`src/rtl/dpcs_pkg.sv`:
```
package dpcs_pkg;
  typedef enum logic [1:0] {
    CT_S    = 2'b00,
    CT_N    = 2'b01,
    CT_I    = 2'b10,
    CT_IDLE = 2'b11
  } cyc_t;
endpackage

```
`src/rtl/dpcs_len.sv`:
```
// Derives the index of the final step from the decoded flags.
module dpcs_len #(
  parameter int REFILL = 2,
  parameter int STEP_W = 2
) (
  input  logic              sreg,
  input  logic              pc,
  output logic [STEP_W-1:0] last_idx
);
  always_comb begin
    last_idx = STEP_W'(sreg);
    if (pc) last_idx = last_idx + STEP_W'(REFILL);
  end
endmodule

```
`src/rtl/dpcs_ctrl.sv`:
```
// State registers: busy flag, step index, latched flags and final index.
module dpcs_ctrl #(
  parameter int STEP_W = 2
) (
  input  logic              clk,
  input  logic              rst_n,
  input  logic              issue,
  input  logic              sreg_in,
  input  logic              pc_in,
  input  logic [STEP_W-1:0] last_in,
  output logic              busy_q,
  output logic [STEP_W-1:0] step_q,
  output logic [STEP_W-1:0] last_q,
  output logic              sreg_q,
  output logic              pc_q,
  output logic              final_o
);
  logic              accept;
  logic              en;
  logic              busy_d;
  logic [STEP_W-1:0] step_d;
  logic [STEP_W-1:0] last_d;
  logic              sreg_d;
  logic              pc_d;

  assign final_o = busy_q && (step_q == last_q);
  assign accept  = issue && (!busy_q || final_o);
  assign en      = accept || busy_q;

  always_comb begin
    busy_d = busy_q;
    step_d = step_q;
    last_d = last_q;
    sreg_d = sreg_q;
    pc_d   = pc_q;
    if (accept) begin
      busy_d = 1'b1;
      step_d = '0;
      last_d = last_in;
      sreg_d = sreg_in;
      pc_d   = pc_in;
    end else if (final_o) begin
      busy_d = 1'b0;
      step_d = '0;
    end else if (busy_q) begin
      step_d = step_q + 1'b1;
    end
  end

  always_ff @(posedge clk or negedge rst_n) begin
    if (!rst_n) begin
      busy_q <= 1'b0;
      step_q <= '0;
      last_q <= '0;
      sreg_q <= 1'b0;
      pc_q   <= 1'b0;
    end else if (en) begin
      busy_q <= busy_d;
      step_q <= step_d;
      last_q <= last_d;
      sreg_q <= sreg_d;
      pc_q   <= pc_d;
    end
  end

  assert_accept_loads_R9: assert property (@(posedge clk) disable iff (!rst_n)
    accept |=> (busy_q && step_q == '0));
  assert_ignored_advances_R8: assert property (@(posedge clk) disable iff (!rst_n)
    (busy_q && !final_o) |=> (busy_q && step_q == $past(step_q) + 1'b1));
  assert_flags_held_R10: assert property (@(posedge clk) disable iff (!rst_n)
    (busy_q && !final_o) |=> $stable({sreg_q, pc_q, last_q}));
endmodule

```
`src/rtl/dpcs_decode.sv`:
```
// Maps the current step to the bus-cycle type and the control strobes.
module dpcs_decode
  import dpcs_pkg::*;
#(
  parameter int STEP_W = 2
) (
  input  logic              busy,
  input  logic [STEP_W-1:0] step,
  input  logic [STEP_W-1:0] last,
  input  logic              sreg,
  input  logic              pc,
  output logic [1:0]        cyc_type,
  output logic              flush,
  output logic              shamt_rd_en,
  output logic              stall,
  output logic              done
);
  cyc_t ct;

  always_comb begin
    if (!busy)                              ct = CT_IDLE;
    else if (sreg && step == '0)            ct = CT_I;
    else if (pc && step == STEP_W'(sreg))   ct = CT_N;
    else                                    ct = CT_S;
  end

  assign cyc_type    = ct;
  assign flush       = (ct == CT_N);
  assign shamt_rd_en = (ct == CT_I);
  assign done        = busy && (step == last);
  assign stall       = busy && (step != last);
endmodule

```
`src/rtl/dp_cycle_seq.sv`:
```
module dp_cycle_seq
  import dpcs_pkg::*;
#(
  parameter int REFILL = 2
) (
  input  logic       clk,
  input  logic       rst_n,
  input  logic       issue,
  input  logic       shift_by_reg,
  input  logic       dest_pc,
  output logic [1:0] cyc_type,
  output logic       flush,
  output logic       shamt_rd_en,
  output logic       stall,
  output logic       done
);
  localparam int MAX_LEN = REFILL + 2;
  localparam int STEP_W  = $clog2(MAX_LEN);

  logic [STEP_W-1:0] last_in;
  logic              busy_q;
  logic [STEP_W-1:0] step_q;
  logic [STEP_W-1:0] last_q;
  logic              sreg_q;
  logic              pc_q;
  logic              final_w;

  dpcs_len #(.REFILL(REFILL), .STEP_W(STEP_W)) u_len (
    .sreg     (shift_by_reg),
    .pc       (dest_pc),
    .last_idx (last_in)
  );

  dpcs_ctrl #(.STEP_W(STEP_W)) u_ctrl (
    .clk     (clk),
    .rst_n   (rst_n),
    .issue   (issue),
    .sreg_in (shift_by_reg),
    .pc_in   (dest_pc),
    .last_in (last_in),
    .busy_q  (busy_q),
    .step_q  (step_q),
    .last_q  (last_q),
    .sreg_q  (sreg_q),
    .pc_q    (pc_q),
    .final_o (final_w)
  );

  dpcs_decode #(.STEP_W(STEP_W)) u_dec (
    .busy        (busy_q),
    .step        (step_q),
    .last        (last_q),
    .sreg        (sreg_q),
    .pc          (pc_q),
    .cyc_type    (cyc_type),
    .flush       (flush),
    .shamt_rd_en (shamt_rd_en),
    .stall       (stall),
    .done        (done)
  );

  initial begin
    assert (REFILL >= 1) else $error("REFILL must be at least 1");
  end

  assert_flush_then_s_R4: assert property (@(posedge clk) disable iff (!rst_n)
    flush |=> (cyc_type == CT_S && !flush));
  assert_rd_then_busy_R3: assert property (@(posedge clk) disable iff (!rst_n)
    shamt_rd_en |=> (cyc_type == CT_N || cyc_type == CT_S));
  assert_done_frees_R6: assert property (@(posedge clk) disable iff (!rst_n)
    done |-> !stall);
  assert_stall_continues_R6: assert property (@(posedge clk) disable iff (!rst_n)
    stall |=> (cyc_type != CT_IDLE));
  assert_done_on_s_R7: assert property (@(posedge clk) disable iff (!rst_n)
    done |-> (cyc_type == CT_S));
  assert_strobes_excl_R7: assert property (@(posedge clk) disable iff (!rst_n)
    $onehot0({flush, shamt_rd_en, done}));
  assert_idle_quiet_R11: assert property (@(posedge clk) disable iff (!rst_n)
    (cyc_type == CT_IDLE) |-> !(stall || done || flush || shamt_rd_en));
endmodule

```
`config.mk`:
```
export PLATFORM = sky130hd
export DESIGN_NAME = dp_cycle_seq
export DESIGN_NICKNAME = d
export VERILOG_FILES = /design/src/rtl/dpcs_pkg.sv /design/src/rtl/dpcs_len.sv /design/src/rtl/dpcs_ctrl.sv /design/src/rtl/dpcs_decode.sv /design/src/rtl/dp_cycle_seq.sv
export SDC_FILE = /design/constraint.sdc
export NUM_CORES = 1
export LEC_CHECK = 0
export ABC_AREA = 0
export ABC_CLOCK_PERIOD_IN_PS = 3690
export BUFFER_PORTS_ARGS = -buffer_cell sky130_fd_sc_hd__buf_2
export CAP_MARGIN = 20
export CORE_AREA = 2 2 39 41
export CTS_BUF_LIST = sky130_fd_sc_hd__clkbuf_2 sky130_fd_sc_hd__clkbuf_4 sky130_fd_sc_hd__clkbuf_8
export DETAILED_ROUTE_END_ITERATION = 8
export DIE_AREA = 0 0 41 43
export PLACE_DENSITY = 0.55
export SYNTH_ARGS = -nofsm -noshare
export SYNTH_HDL_FRONTEND = slang
export SYNTH_SLANG_ARGS = --single-unit
```
`constraint.sdc`:
```
create_clock -name clk -period 3.69 [get_ports clk]
set_input_delay 0.738 -clock clk [delete_from_list [all_inputs] [get_ports clk]]
set_output_delay 0.738 -clock clk [all_outputs]
set_load 0.01 [all_outputs]
```
* Word-level counts from Yosys, hierarchy flattened
Index checks and enable logic that the tools add are counted.
** Storage, ports and cells
- Flip-flop bits (word level) :: 7
- Bits in writable memories :: 0
- Memory bits (read-only) :: 0
- Bits in latches :: 0
- Memories :: 0
- Logic and storage cells :: 35
- Output and inout bits :: 6
- Bits of input ports :: 5
** Cells by class
- Mux-type cells :: 9
- Order comparisons :: 0
- Reduce and logical (&&, ||, !) cells :: 14
- Div/mod/pow operators :: 0
- Bitwise operators :: 0
- Equality and inequality tests :: 5
- Shift operators :: 0
- Add/subtract/negate cells :: 2
- Multipliers :: 0
** Operators by type and width (count)
- 2-to-1 mux 2 bit :: 6
- AND reduction 2 bit :: 3
- logical AND 1 bit :: 5
- 2-to-1 mux 1 bit :: 3
- nonzero test 3 bit :: 1
- adder 1 x 2 -> 2 bit, second input constant :: 1
- adder 2 x 1 -> 2 bit, second input constant :: 1
- equality test 2 x 1 -> 1 bit :: 1
- equality test 2 x 1 -> 1 bit, second input constant :: 1
- equality test 2 bit :: 1
- equality test 2 bit, second input constant :: 1
- zero test 2 bit :: 1
- logical OR 1 bit :: 2
- != test 2 bit :: 1
- nonzero test 2 bit :: 1
- zero test 1 bit :: 1

* Logic depth before layout (Yosys ltp)
- Depth in word-level cells :: 6
- Depth in mapped cells :: 5
- Depth with buffers taken out :: 5

* Hierarchy
Synthesis repeated with hierarchy kept, for this count alone.
** Unflattened totals
- Cell total of the unflattened synthesis :: 55
- Area total of the unflattened synthesis :: 510.5 um2
** Modules (own cells, without submodules)
- dpcs_ctrl :: area each 415.4 um2, cells each 42, seq. area each 175.2 um2, times used 1
- dpcs_decode :: area each 80.1 um2, cells each 11, seq. area each 0.0 um2, times used 1
- dpcs_len :: area each 15.0 um2, cells each 2, seq. area each 0.0 um2, times used 1

* Worst setup path before layout
No wires, ideal clock.
- Path type :: reg2out
- From :: register u_ctrl.step_q[0]
- To :: output flush
- Arrival :: 1184 ps
- Cell stages (with the launch flop) :: 6
- Setup slack :: 1768 ps
- Data required time :: 2952 ps
- Buffers on the path :: 0
- Cells stage by stage :: dfrtp_1 > inv_1 > ha_1 > and3b_2 > o211ai_1 > nor2_1
** Between the ends
- Longest elaborated chain between the ends :: 6
- Elaborated cells between the ends (all ways) :: 8
- Those cells by class :: 2 x eq/ne; 3 x mux; 3 x reduce/logical
** Ends and longest elaborated chain
- start, declared :: RTL line dpcs_ctrl.sv:12 : output logic [STEP_W-1:0] step_q,
- start signal, assigned :: RTL line dpcs_ctrl.sv:59 : step_q <= step_d;
- equality test 2 x 1 -> 1 bit :: RTL line dpcs_decode.sv:23 : else if (pc && step == STEP_W'(sreg)) ct = CT_N;
- logical AND 1 bit :: RTL line dpcs_decode.sv:23
- 2-to-1 mux 1 bit :: RTL line dpcs_decode.sv:23
- 2-to-1 mux 2 bit * :: RTL line dpcs_decode.sv:22 : else if (sreg && step == '0) ct = CT_I;
- 2-to-1 mux 2 bit * :: RTL line dpcs_decode.sv:21 : if (!busy) ct = CT_IDLE;
- equality test 2 x 1 -> 1 bit * :: RTL line dpcs_decode.sv:28 : assign flush = (ct == CT_N);
- end, declared :: RTL line dp_cycle_seq.sv:12 : output logic flush,
Mark *: on every way between the ends. The rest lies on a longest branch, timed or not.

* Final worst setup path
- From :: register u_ctrl.step_q[0]
- To :: output cyc_type[0]
** Between the ends
- Longest elaborated chain between the ends :: 5
- Elaborated cells between the ends (all ways) :: 7
- Those cells by class :: 1 x eq/ne; 3 x mux; 3 x reduce/logical
** Ends and longest elaborated chain
- equality test 2 x 1 -> 1 bit :: RTL line dpcs_decode.sv:23
- logical AND 1 bit :: RTL line dpcs_decode.sv:23
- 2-to-1 mux 1 bit :: RTL line dpcs_decode.sv:23
- 2-to-1 mux 2 bit * :: RTL line dpcs_decode.sv:22
- 2-to-1 mux 2 bit * :: RTL line dpcs_decode.sv:21
- end, declared :: RTL line dp_cycle_seq.sv:11 : output logic [1:0] cyc_type,
Marked as above.

==> flow_metrics.env <==
export IMPL_p_leak_uw=0.000227
export IMPL_relSlewSlack_pct=78.7
export IMPL_cp_depth=6
export IMPL_reg2reg_slack_ns=2.41
export IMPL_min_period_ns=2.30
export IMPL_worstSetupStartpointType="register"
export IMPL_post_cts_setup_buffer_count=0
export IMPL_critPathRequiredTime_ns=2.95
export IMPL_drtIter0Drc=2
export IMPL_syn_cell_area_um2=349
export IMPL_async_flop_share_pct=100
export IMPL_fillerInstances=149
export IMPL_clkLatencyLatePin_ns=0.24
export IMPL_path_class="reg2out"
export IMPL_synth_seq_area_share_pct=35.8
export IMPL_power_uw=419
export IMPL_yosysMostFrequentCell="inv_1"
export IMPL_grtUsageMet2_pct=12.2
export IMPL_io_buffers=10
export IMPL_die_h_um=43
export IMPL_crit_start="u_ctrl.step_q[0]"
export IMPL_synth_edff_count=0
export IMPL_cts_repair_resized=0
export IMPL_pin_count=11
export IMPL_synth_area_per_cell_um2=8.51
export IMPL_grt_util_met3_pct=1.57
export IMPL_clk_root_buffer_cell="clkbuf_4"
export IMPL_gp_congestion=0.691
export IMPL_grt_start_max_net_pins=10
export IMPL_num_antenna_cells=0
export IMPL_cp_slowest_cell="dfrtp_1"
export IMPL_drive_above_1_share_pct=35.2
export IMPL_hold_buffers=0
export IMPL_final_nets=61
export IMPL_vias_per_cell=4.39
export IMPL_drc=0
export IMPL_ys_warn_count=0
export IMPL_ys_types=20
export IMPL_synth_top_cell_by_area="dfrtp_1"
export IMPL_max_stage_delay_ns=0.46
export IMPL_hpwl_um=579
export IMPL_design_area_um2=444
export IMPL_busiest_layer="met1"
export IMPL_skew_ns=0.000152
export IMPL_cts_clk_slew_worst_paths_ns=0.04
export IMPL_die_width_um=41
export IMPL_wl_um=719
export IMPL_syn_to_final_growth_pct=27.2
export IMPL_vdd_drop_max_mv=0.286
export IMPL_htree_num_levels=1
export IMPL_netlist_top_cells_count="6 x inv_1, 5 x dfrtp_1, 5 x nand2_1"
export IMPL_syn_nets=47
export IMPL_num_vias=307
export IMPL_maxCapViolCount=0
export IMPL_gr_usage_met1_pct=13.2
export IMPL_tightest_slew_ns=0.319
export IMPL_cts_tree="built"
export IMPL_dp_cells=66
export IMPL_cts_buffers=3
export IMPL_initial_core_util_pct=25.2
export IMPL_crit_arrival_ns=1.56
export IMPL_p_per_area_nw_per_um2=944
export IMPL_endpoint="cyc_type[0]"
export IMPL_clockBufferDepth=2
export IMPL_synth_seq_cells=5
export IMPL_syn_inst=41
export IMPL_post_route_period_util_pct=62.2
export IMPL_cp_num_buf_inv=2
export IMPL_status="completed"
export IMPL_antenna_found_initial=0
export IMPL_crit_path_max_fanout=7
export IMPL_firstDrtPassIters=3
export IMPL_ant_nets=0
export IMPL_wl_per_cell_um=10.3
export IMPL_placed_cell_area_um2=414
export IMPL_synth_top_area_share_pct=35.8
export IMPL_floorplan_rows=14
export IMPL_reg2reg_from="u_ctrl.step_q[0]"
export IMPL_slew_viol_final=0
export IMPL_clock_sinks=5
export IMPL_end_kind="output pin"
export IMPL_finalSetupTns_ns=0
export IMPL_rsz0062_at_grt="false"
export IMPL_grt_pass1_vias=262
export IMPL_core_area_um2=1380
export IMPL_path_cells="inv_1, ha_1, and3b_2, o211ai_1, nand2_1, buf_2"
export IMPL_grt_pass1_wl_um=1110
export IMPL_regToRegEndpoint="u_ctrl.step_q[1]"
export IMPL_min_path_type="in2async"
export IMPL_max_freq_ghz=0.435
export IMPL_fin_cells=70
export IMPL_synth_ff_type="dfrtp_1"
export IMPL_hold_viol_final=0
export IMPL_die_area_um2=1760
export IMPL_finalSetupViolCount=0
export IMPL_synthTopCellsByArea="dfrtp_1 36%, inv_1 6.5%, a311o_1 5.7%, nand2_1 5.4%, o32ai_1 5.0%"
export IMPL_rr_worst_depth=4
export IMPL_cp_top_family="flip-flops"
export IMPL_grt_remaining_overflow=0
export IMPL_grtUsageTotal_pct=9.82
==> how the worst min path moves through the flow <==
| stage | from | end | cells after the start |
|---|---|---|---|
| 5_1_grt | rst_n | u_ctrl.last_q[0] | 1 |
| 4_1_cts | rst_n | u_ctrl.last_q[0] | 1 |
| 2_1_floorplan | rst_n | u_ctrl.busy_q | 0 |
| 3_5_place_dp | u_ctrl.step_q[1] | u_ctrl.last_q[1] | 1 |
| 3_3_place_gp | u_ctrl.step_q[1] | u_ctrl.last_q[1] | 1 |
| 6_report | rst_n | u_ctrl.last_q[1] | 1 |
==> flip-flops by register name (all words and copies together) (netlist names) <==
| signal | cells |
|---|---|
| u_ctrl.step_q | 2 |
| u_ctrl.last_q | 2 |
| u_ctrl.busy_q | 1 |
==> routing by layer <==
layer | routed length [um] | part of all wire, % | up-vias
met5 | 0 | 0 | -
met4 | 0 | 0 | 0
met3 | 44 | 6.1 | 0
met2 | 301 | 42 | 10
met1 | 373 | 52 | 128
li1 | - | - | 169
==> cell families after synthesis <==
group                      synth area share [%]
AOI/OAI and AO/OA                          26.2
xor gates and xnor gates                   7.17
adders and majority gates                  3.58
buffers and inverters                      8.96
DFF                                        35.8
and+or+nand+nor                            18.3
==> cell usage in the layout, fill, tap and decap left out, types with 2 or more instances in the layout <==
cell and count:
a21oi_1 3, a311o_1 2, buf_2 10, clkbuf_4 4, dfrtp_1 5, inv_1 6, nand2_1 5, nor2_1 4
nor3b_1 2, o32ai_1 2
==> per-stage QoR <==
step,utilization (%),hold WS [ns],worst slack (ns)
finish,32.1,0.304,1.39
global route,32.1,0.302,1.25
CTS,32.1,0.296,1.37
detailed placement,29.9,0.527,1.64
global placement,29.9,0.529,1.65
floorplan,-,0.442,1.77
==> final cells by class <==
| class | count | area (um^2) | area share [%] |
|---|---|---|---|
| tap | 16 | 20.0 | 4.51 |
| inverter | 7 | 26.3 | 5.92 |
| multi-input combinational | 28 | 193 | 43.4 |
| clock buffer | 4 | 30.0 | 6.76 |
| sequential | 5 | 125 | 28.2 |
| timing repair buffer | 10 | 50.0 | 11.3 |
==> where the power goes <==
group / leakage (uW) / internal (uW) / switching (uW)
sequential: 0.0000613 / 79.2 / 44.1
combinational: 0.000148 / 102 / 125
clock: 0.0000184 / 48.1 / 21.0
total: 0.000227 / 229 / 190
(Power assumes the default switching activity.)
